## src/rtl/vtw_pkg.sv

```systemverilog
package vtw_pkg;
  localparam logic [14:0] KIND_VECTAB = 15'h0001;

  typedef enum logic [1:0] {
    SEL_NONE = 2'd0,
    SEL_DATA = 2'd1,
    SEL_CMD  = 2'd2
  } win_sel_e;

  typedef struct packed {
    logic        go;
    logic [14:0] kind;
    logic [3:0]  lanes;
    logic [11:0] ofs;
  } cmd_word_t;
endpackage

```

## src/rtl/vtw_decode.sv

```systemverilog
module vtw_decode
  import vtw_pkg::*;
#(
  parameter int unsigned ADDR_W = 8,
  parameter logic [ADDR_W-1:0] DATA_OFS = 'h70,
  parameter logic [ADDR_W-1:0] CMD_OFS  = 'h74
) (
  input  logic [ADDR_W-1:0] addr,
  output win_sel_e          sel
);
  always_comb begin
    if (addr == DATA_OFS)     sel = SEL_DATA;
    else if (addr == CMD_OFS) sel = SEL_CMD;
    else                      sel = SEL_NONE;
  end
endmodule

```

## src/rtl/vtw_engine.sv

```systemverilog
module vtw_engine
  import vtw_pkg::*;
#(
  parameter int unsigned TBL_DEPTH = 64,
  localparam int unsigned IDX_W = $clog2(TBL_DEPTH)
) (
  input  logic             clk,
  input  logic             rst_n,
  input  logic             cmd_wr,
  input  logic             data_wr,
  input  logic [31:0]      wdata,
  input  logic [31:0]      tbl_rdata,
  output logic [31:0]      cmd_q,
  output logic [31:0]      data_q,
  output logic             busy,
  output logic             tbl_req,
  output logic             tbl_we,
  output logic [IDX_W-1:0] tbl_idx,
  output logic [31:0]      tbl_wdata
);
  cmd_word_t       cw;
  logic            kind_ok, in_range;
  logic            stg_issue, stg_done;
  logic            op_we, op_inr;
  logic [IDX_W-1:0] op_idx;
  logic            unused_bits;

  assign cw          = cmd_word_t'(wdata);
  assign kind_ok     = (cw.kind == KIND_VECTAB);
  assign in_range    = ({22'd0, cw.ofs[11:2]} < TBL_DEPTH);
  assign unused_bits = ^{cw.lanes, cw.ofs[1:0]};

  always_ff @(posedge clk) begin
    if (!rst_n) begin
      cmd_q     <= '0;
      data_q    <= '0;
      stg_issue <= 1'b0;
      stg_done  <= 1'b0;
      op_we     <= 1'b0;
      op_inr    <= 1'b0;
      op_idx    <= '0;
    end else begin
      stg_issue <= cmd_wr && kind_ok;
      stg_done  <= stg_issue;
      if (cmd_wr) begin
        cmd_q  <= wdata;
        op_we  <= cw.go;
        op_inr <= in_range;
        op_idx <= cw.ofs[IDX_W+1:2];
      end
      if (data_wr) data_q <= wdata;
      if (stg_done) begin
        cmd_q[31] <= ~cmd_q[31];
        if (!op_we) data_q <= op_inr ? tbl_rdata : 32'd0;
      end
    end
  end

  assign busy      = stg_issue | stg_done;
  assign tbl_req   = stg_issue && op_inr;
  assign tbl_we    = stg_issue && op_inr && op_we;
  assign tbl_idx   = op_idx;
  assign tbl_wdata = data_q;
endmodule

```

## src/rtl/vtw_resp.sv

```systemverilog
module vtw_resp (
  input  logic        clk,
  input  logic        rst_n,
  input  logic        load,
  input  logic [31:0] load_data,
  input  logic        rsp_ready,
  output logic        rsp_valid,
  output logic [31:0] rsp_rdata
);
  always_ff @(posedge clk) begin
    if (!rst_n) begin
      rsp_valid <= 1'b0;
      rsp_rdata <= '0;
    end else if (load) begin
      rsp_valid <= 1'b1;
      rsp_rdata <= load_data;
    end else if (rsp_ready) begin
      rsp_valid <= 1'b0;
    end
  end
endmodule

```

## src/rtl/vec_table_window.sv

```systemverilog
module vec_table_window
  import vtw_pkg::*;
#(
  parameter int unsigned ADDR_W = 8,
  parameter logic [ADDR_W-1:0] DATA_OFS = 'h70,
  parameter logic [ADDR_W-1:0] CMD_OFS  = 'h74,
  parameter int unsigned TBL_DEPTH = 64,
  localparam int unsigned IDX_W = $clog2(TBL_DEPTH)
) (
  input  logic              clk,
  input  logic              rst_n,
  input  logic              req_valid,
  output logic              req_ready,
  input  logic              req_write,
  input  logic [ADDR_W-1:0] req_addr,
  input  logic [31:0]       req_wdata,
  output logic              rsp_valid,
  input  logic              rsp_ready,
  output logic [31:0]       rsp_rdata,
  output logic              tbl_req,
  output logic              tbl_we,
  output logic [IDX_W-1:0]  tbl_idx,
  output logic [31:0]       tbl_wdata,
  input  logic [31:0]       tbl_rdata
);
  win_sel_e    sel;
  logic        busy, accept, cmd_wr, data_wr, rd_load;
  logic [31:0] cmd_q, data_q, rd_val;

  vtw_decode #(.ADDR_W(ADDR_W), .DATA_OFS(DATA_OFS), .CMD_OFS(CMD_OFS)) u_dec (
    .addr(req_addr), .sel(sel)
  );

  assign req_ready = req_write ? !busy : (!rsp_valid || rsp_ready);
  assign accept    = req_valid && req_ready;
  assign cmd_wr    = accept && req_write && (sel == SEL_CMD);
  assign data_wr   = accept && req_write && (sel == SEL_DATA);
  assign rd_load   = accept && !req_write;

  always_comb begin
    unique case (sel)
      SEL_DATA: rd_val = data_q;
      SEL_CMD:  rd_val = cmd_q;
      default:  rd_val = 32'd0;
    endcase
  end

  vtw_engine #(.TBL_DEPTH(TBL_DEPTH)) u_eng (
    .clk(clk), .rst_n(rst_n), .cmd_wr(cmd_wr), .data_wr(data_wr),
    .wdata(req_wdata), .tbl_rdata(tbl_rdata), .cmd_q(cmd_q), .data_q(data_q),
    .busy(busy), .tbl_req(tbl_req), .tbl_we(tbl_we), .tbl_idx(tbl_idx),
    .tbl_wdata(tbl_wdata)
  );

  vtw_resp u_rsp (
    .clk(clk), .rst_n(rst_n), .load(rd_load), .load_data(rd_val),
    .rsp_ready(rsp_ready), .rsp_valid(rsp_valid), .rsp_rdata(rsp_rdata)
  );
endmodule

```

## config.mk

```make
export PLATFORM = sky130hd
export DESIGN_NAME = vec_table_window
export DESIGN_NICKNAME = d
export VERILOG_FILES = /design/src/rtl/vtw_pkg.sv /design/src/rtl/vtw_decode.sv /design/src/rtl/vtw_engine.sv /design/src/rtl/vtw_resp.sv /design/src/rtl/vec_table_window.sv
export SDC_FILE = /design/constraint.sdc
export NUM_CORES = 1
export LEC_CHECK = 0
export ABC_AREA = 1
export BUFFER_PORTS_ARGS = -buffer_cell sky130_fd_sc_hd__buf_4
export CAP_MARGIN = 20
export CORE_ASPECT_RATIO = 0.75
export CORE_MARGIN = 5
export CORE_UTILIZATION = 45
export CTS_CLUSTER_SIZE = 40
export DETAILED_ROUTE_END_ITERATION = 12
export GPL_TIMING_DRIVEN = 0
export PLACE_DENSITY = 0.77
export SLEW_MARGIN = 25
export SYNTH_ARGS = -nofsm -noshare
export SYNTH_HDL_FRONTEND = slang
export SYNTH_SLANG_ARGS = --single-unit
export TNS_END_PERCENT = 30
```

## constraint.sdc

```tcl
create_clock -name clk -period 2.5 [get_ports clk]
set_clock_uncertainty 0.1 [all_clocks]
set_input_delay 0.375 -clock clk [delete_from_list [all_inputs] [get_ports clk]]
set_output_delay 0.375 -clock clk [all_outputs]
set_load 0.01 [all_outputs]
```

==> impl_metrics.py <==
metrics = {
    "outcome": {
        "status": "finished clean",
    },
    "timing": {
        "relSlewSlack": 0.610,
        "finalHoldViolCount": 0,
        "fmax_mhz": 456,
        "post-route-period-util": 0.878,
        "finalMaxSlewViolations": 0,
        "min_period_ns": 2.20,
        "rsz0062_at_grt": "no",
        "whs_ns": 0.180,
        "finalSetupViolations": 0,
        "final.setup.tns_ns": 0,
        "worstMarginPinSlew_ns": 0.585,
    },
    "run": {
        "maxCapViolations": 0,
    },
    "synth": {
        "synthSimpleGateAreaFrac": 0.337,
        "synth_seq_cells": 101,
        "ys_top_cells_by_count": "nand2_1 (146), nor2_1 (141), dfxtp_1 (101)",
        "postSynthCellCount": 741,
        "synth_top_area_cell": "dfxtp_1",
        "yosysWarnings": 0,
        "yosys-top-cells-area": "dfxtp_1 (40%), nand2_1 (11%), nor2_1 (10%)",
        "seq_area_frac_synth": 0.399,
        "yosysUniqueCellTypes": 27,
        "synth_mux_area_frac": 0,
        "synth-async-reset-ratio": 0,
        "synth_top_family_by_area": "simple AND/OR/NAND/NOR gates",
        "synth_top_area_share": 0.399,
        "synth_nets": 818,
        "synthMostInstantiatedCell": "nand2_1",
        "synth_area_per_cell_sq_um": 6.84,
        "synth_compound_area_frac": 0.161,
        "syn_area_sq_mm": 0.00507,
        "synth_edf_count": 0,
        "ys.flop_type": "dfxtp_1",
        "synth_adder_area_share": 0,
        "yosys.area_share.xor_xnor": 0,
    },
    "power_and_ir_drop": {
        "power.net_switching_uw": 812,
        "pwr-share-clk": 0.405,
        "p_int_mw": 2.64,
        "p_total_mw": 3.46,
        "leakagePower_nw": 3.35,
        "p_per_area_mw_per_mm2": 518,
        "share_seq_of_total_power": 0.480,
        "p_comb_frac": 0.114,
        "ir_drop_v": 0.000353,
        "p_sw_frac": 0.235,
    },
    "clock_tree": {
        "insertion_delay_ns": 0.35,
        "cts.sinks": 101,
        "h-tree-depth": 3,
        "clkTransAtPathRegs_ns": 0.06,
        "cts_buffers": 9,
        "postCtsSetupBuffers": 0,
        "ctsResizeCount": 0,
        "clock_tree.root_cell": "clkbuf_16",
        "ctsLongestPathBuffers": 2,
        "cts_tree": "yes",
        "hold_buffers": 0,
    },
    "final_layout": {
        "area_growth_pct": 31.5,
        "nets": 979,
        "stdcell_count": 1047,
        "utilization": 0.607,
        "fill_cells": 1077,
        "layout-drive-gt1-share": 0.276,
        "antenna_cells": 0,
    },
    "worst_hold_path": {
        "hold_class": "primary input to flop",
    },
    "floorplan": {
        "coreArea_sq_mm": 0.0110,
        "initial_core_util": 0.462,
        "die_w_microns": 133,
        "rows": 33,
        "die_y_microns": 102,
        "die_area_sq_mm": 0.0135,
        "io_pins": 151,
    },
    "route": {
        "viasPerCell": 5.03,
        "wl_mm": 16.0,
        "num_vias": 5263,
        "drtIter0Drc": 345,
        "dr.pass1.iters": 5,
        "post-route-drc-count": 0,
        "wl_per_cell_microns": 15.3,
        "ant_nets": 0,
    },
    "worst_setup_path": {
        "worst-path-buf-inv": 3,
        "crit_type": "flop to output pin",
        "crit_chain": "clkbuf_1, buf_2, nand2_1, nor2_1, buf_4",
        "cp_top_family": "buffers and inverters",
        "critPathMaxFanout": 10,
        "crit_required_ns": 2.03,
        "critical_path_arrival_ns": 1.72,
        "worst_path_max_delay_cell": "clkbuf_1",
        "cp-end-kind": "output pin",
        "crit_path_max_incr_delay_ns": 0.34,
        "setup.worst_path.start_class": "flop",
    },
    "placed_design": {
        "portBuffers": 150,
        "gp_congestion": 0.837,
        "dp_hpwl_mm": 12.0,
        "post-place-cells": 1031,
    },
    "grt": {
        "first_global_vias": 4958,
        "antenna_found_initial": 0,
        "grt_pass1_wl_mm": 25.2,
        "gr-total-overflow": 0,
        "grt_max_degree": 16,
        "track_usage": 0.233,
    },
}
==> logic make-up (layout without fill, tap and decap cells) <==
logic type             after synthesis  in the layout
flip-flops                         101            101
AO/OA/AOI/OAI                      131            131
buffers and inverters              110            276
AND/OR/NAND/NOR                    399            399
==> final cells by class <==
type	instances	area (sq um)	share of cell area
multi-input combinational	530	2530	0.379
sequential	101	2020	0.303
timing repair buffer	150	1130	0.169
buffer	59	329	0.0494
clock buffer	12	246	0.0370
inverter	51	191	0.0287
tap	140	175	0.0263
clock inverter	4	47.5	0.00713
==> through the flow <==
stage | setup WS [ns] | instance area, sq um
final | 0.305 | 6670
after global routing | 0.201 | 6670
after CTS | 0.281 | 6670
after detailed placement | 0.655 | 6370
after global placement | 0.666 | 6370
after floorplan | 1.11 | 5070
==> cell usage in the layout, fill, tap and decap left out, drive strengths merged, types with 33 or more instances in the layout <==
| master | count |
|---|---|
| nand2 | 149 |
| a21oi | 34 |
| nand3 | 66 |
| or2 | 33 |
| buf | 195 |
| nor2 | 146 |
| inv | 51 |
| dfxtp | 101 |
==> metal layers <==
metal	global-route usage	vias up	part of all wire
li1	-	2670	-
met1	0.319	2371	0.47
met2	0.370	195	0.43
met3	0.0600	27	0.083
met4	0.0607	0	0.016
met5	0	-	0
==> state kept, by name, summed over array words and instances, names as in the netlist <==
name,cells
u_eng.data_q,32
u_rsp.rsp_rdata,32
u_eng.cmd_q,27
u_eng.tbl_idx,5
u_eng.op_inr,1
u_eng.op_we,1
u_eng.stg_done,1
u_eng.stg_issue,1
u_rsp.rsp_valid,1
==> tightest hold or removal path, cell delays in order <==
cell and delay [ns]:
buf_4 0.09, o21ai_1 0.06, nor2_1 0.07
==> power by group through the flow <==
stage	Combinational (mW)	Clock, mW	Sequential, mW
finish	0.396	1.40	1.66
floorplan	0.169	0	1.71
CTS	0.396	1.41	1.66
detailed placement	0.394	0	1.70
global placement	0.390	0	1.70
global route	0.432	1.48	1.66
==> worst paths after layout <==
kind / to / from / cells after the start / slack, ns
worst max register to register: u_rsp.rsp_rdata[23] / u_rsp.rsp_valid / 8 / 0.80
worst max-delay path: tbl_we / u_eng.op_inr / 5 / 0.30
worst min register to register: u_eng.stg_done / u_eng.stg_issue / 2 / 0.36
worst min-delay path: u_eng.cmd_q[15] / req_wdata[15] / 3 / 0.18
Note: power is estimated with default switching activity, not from simulation.
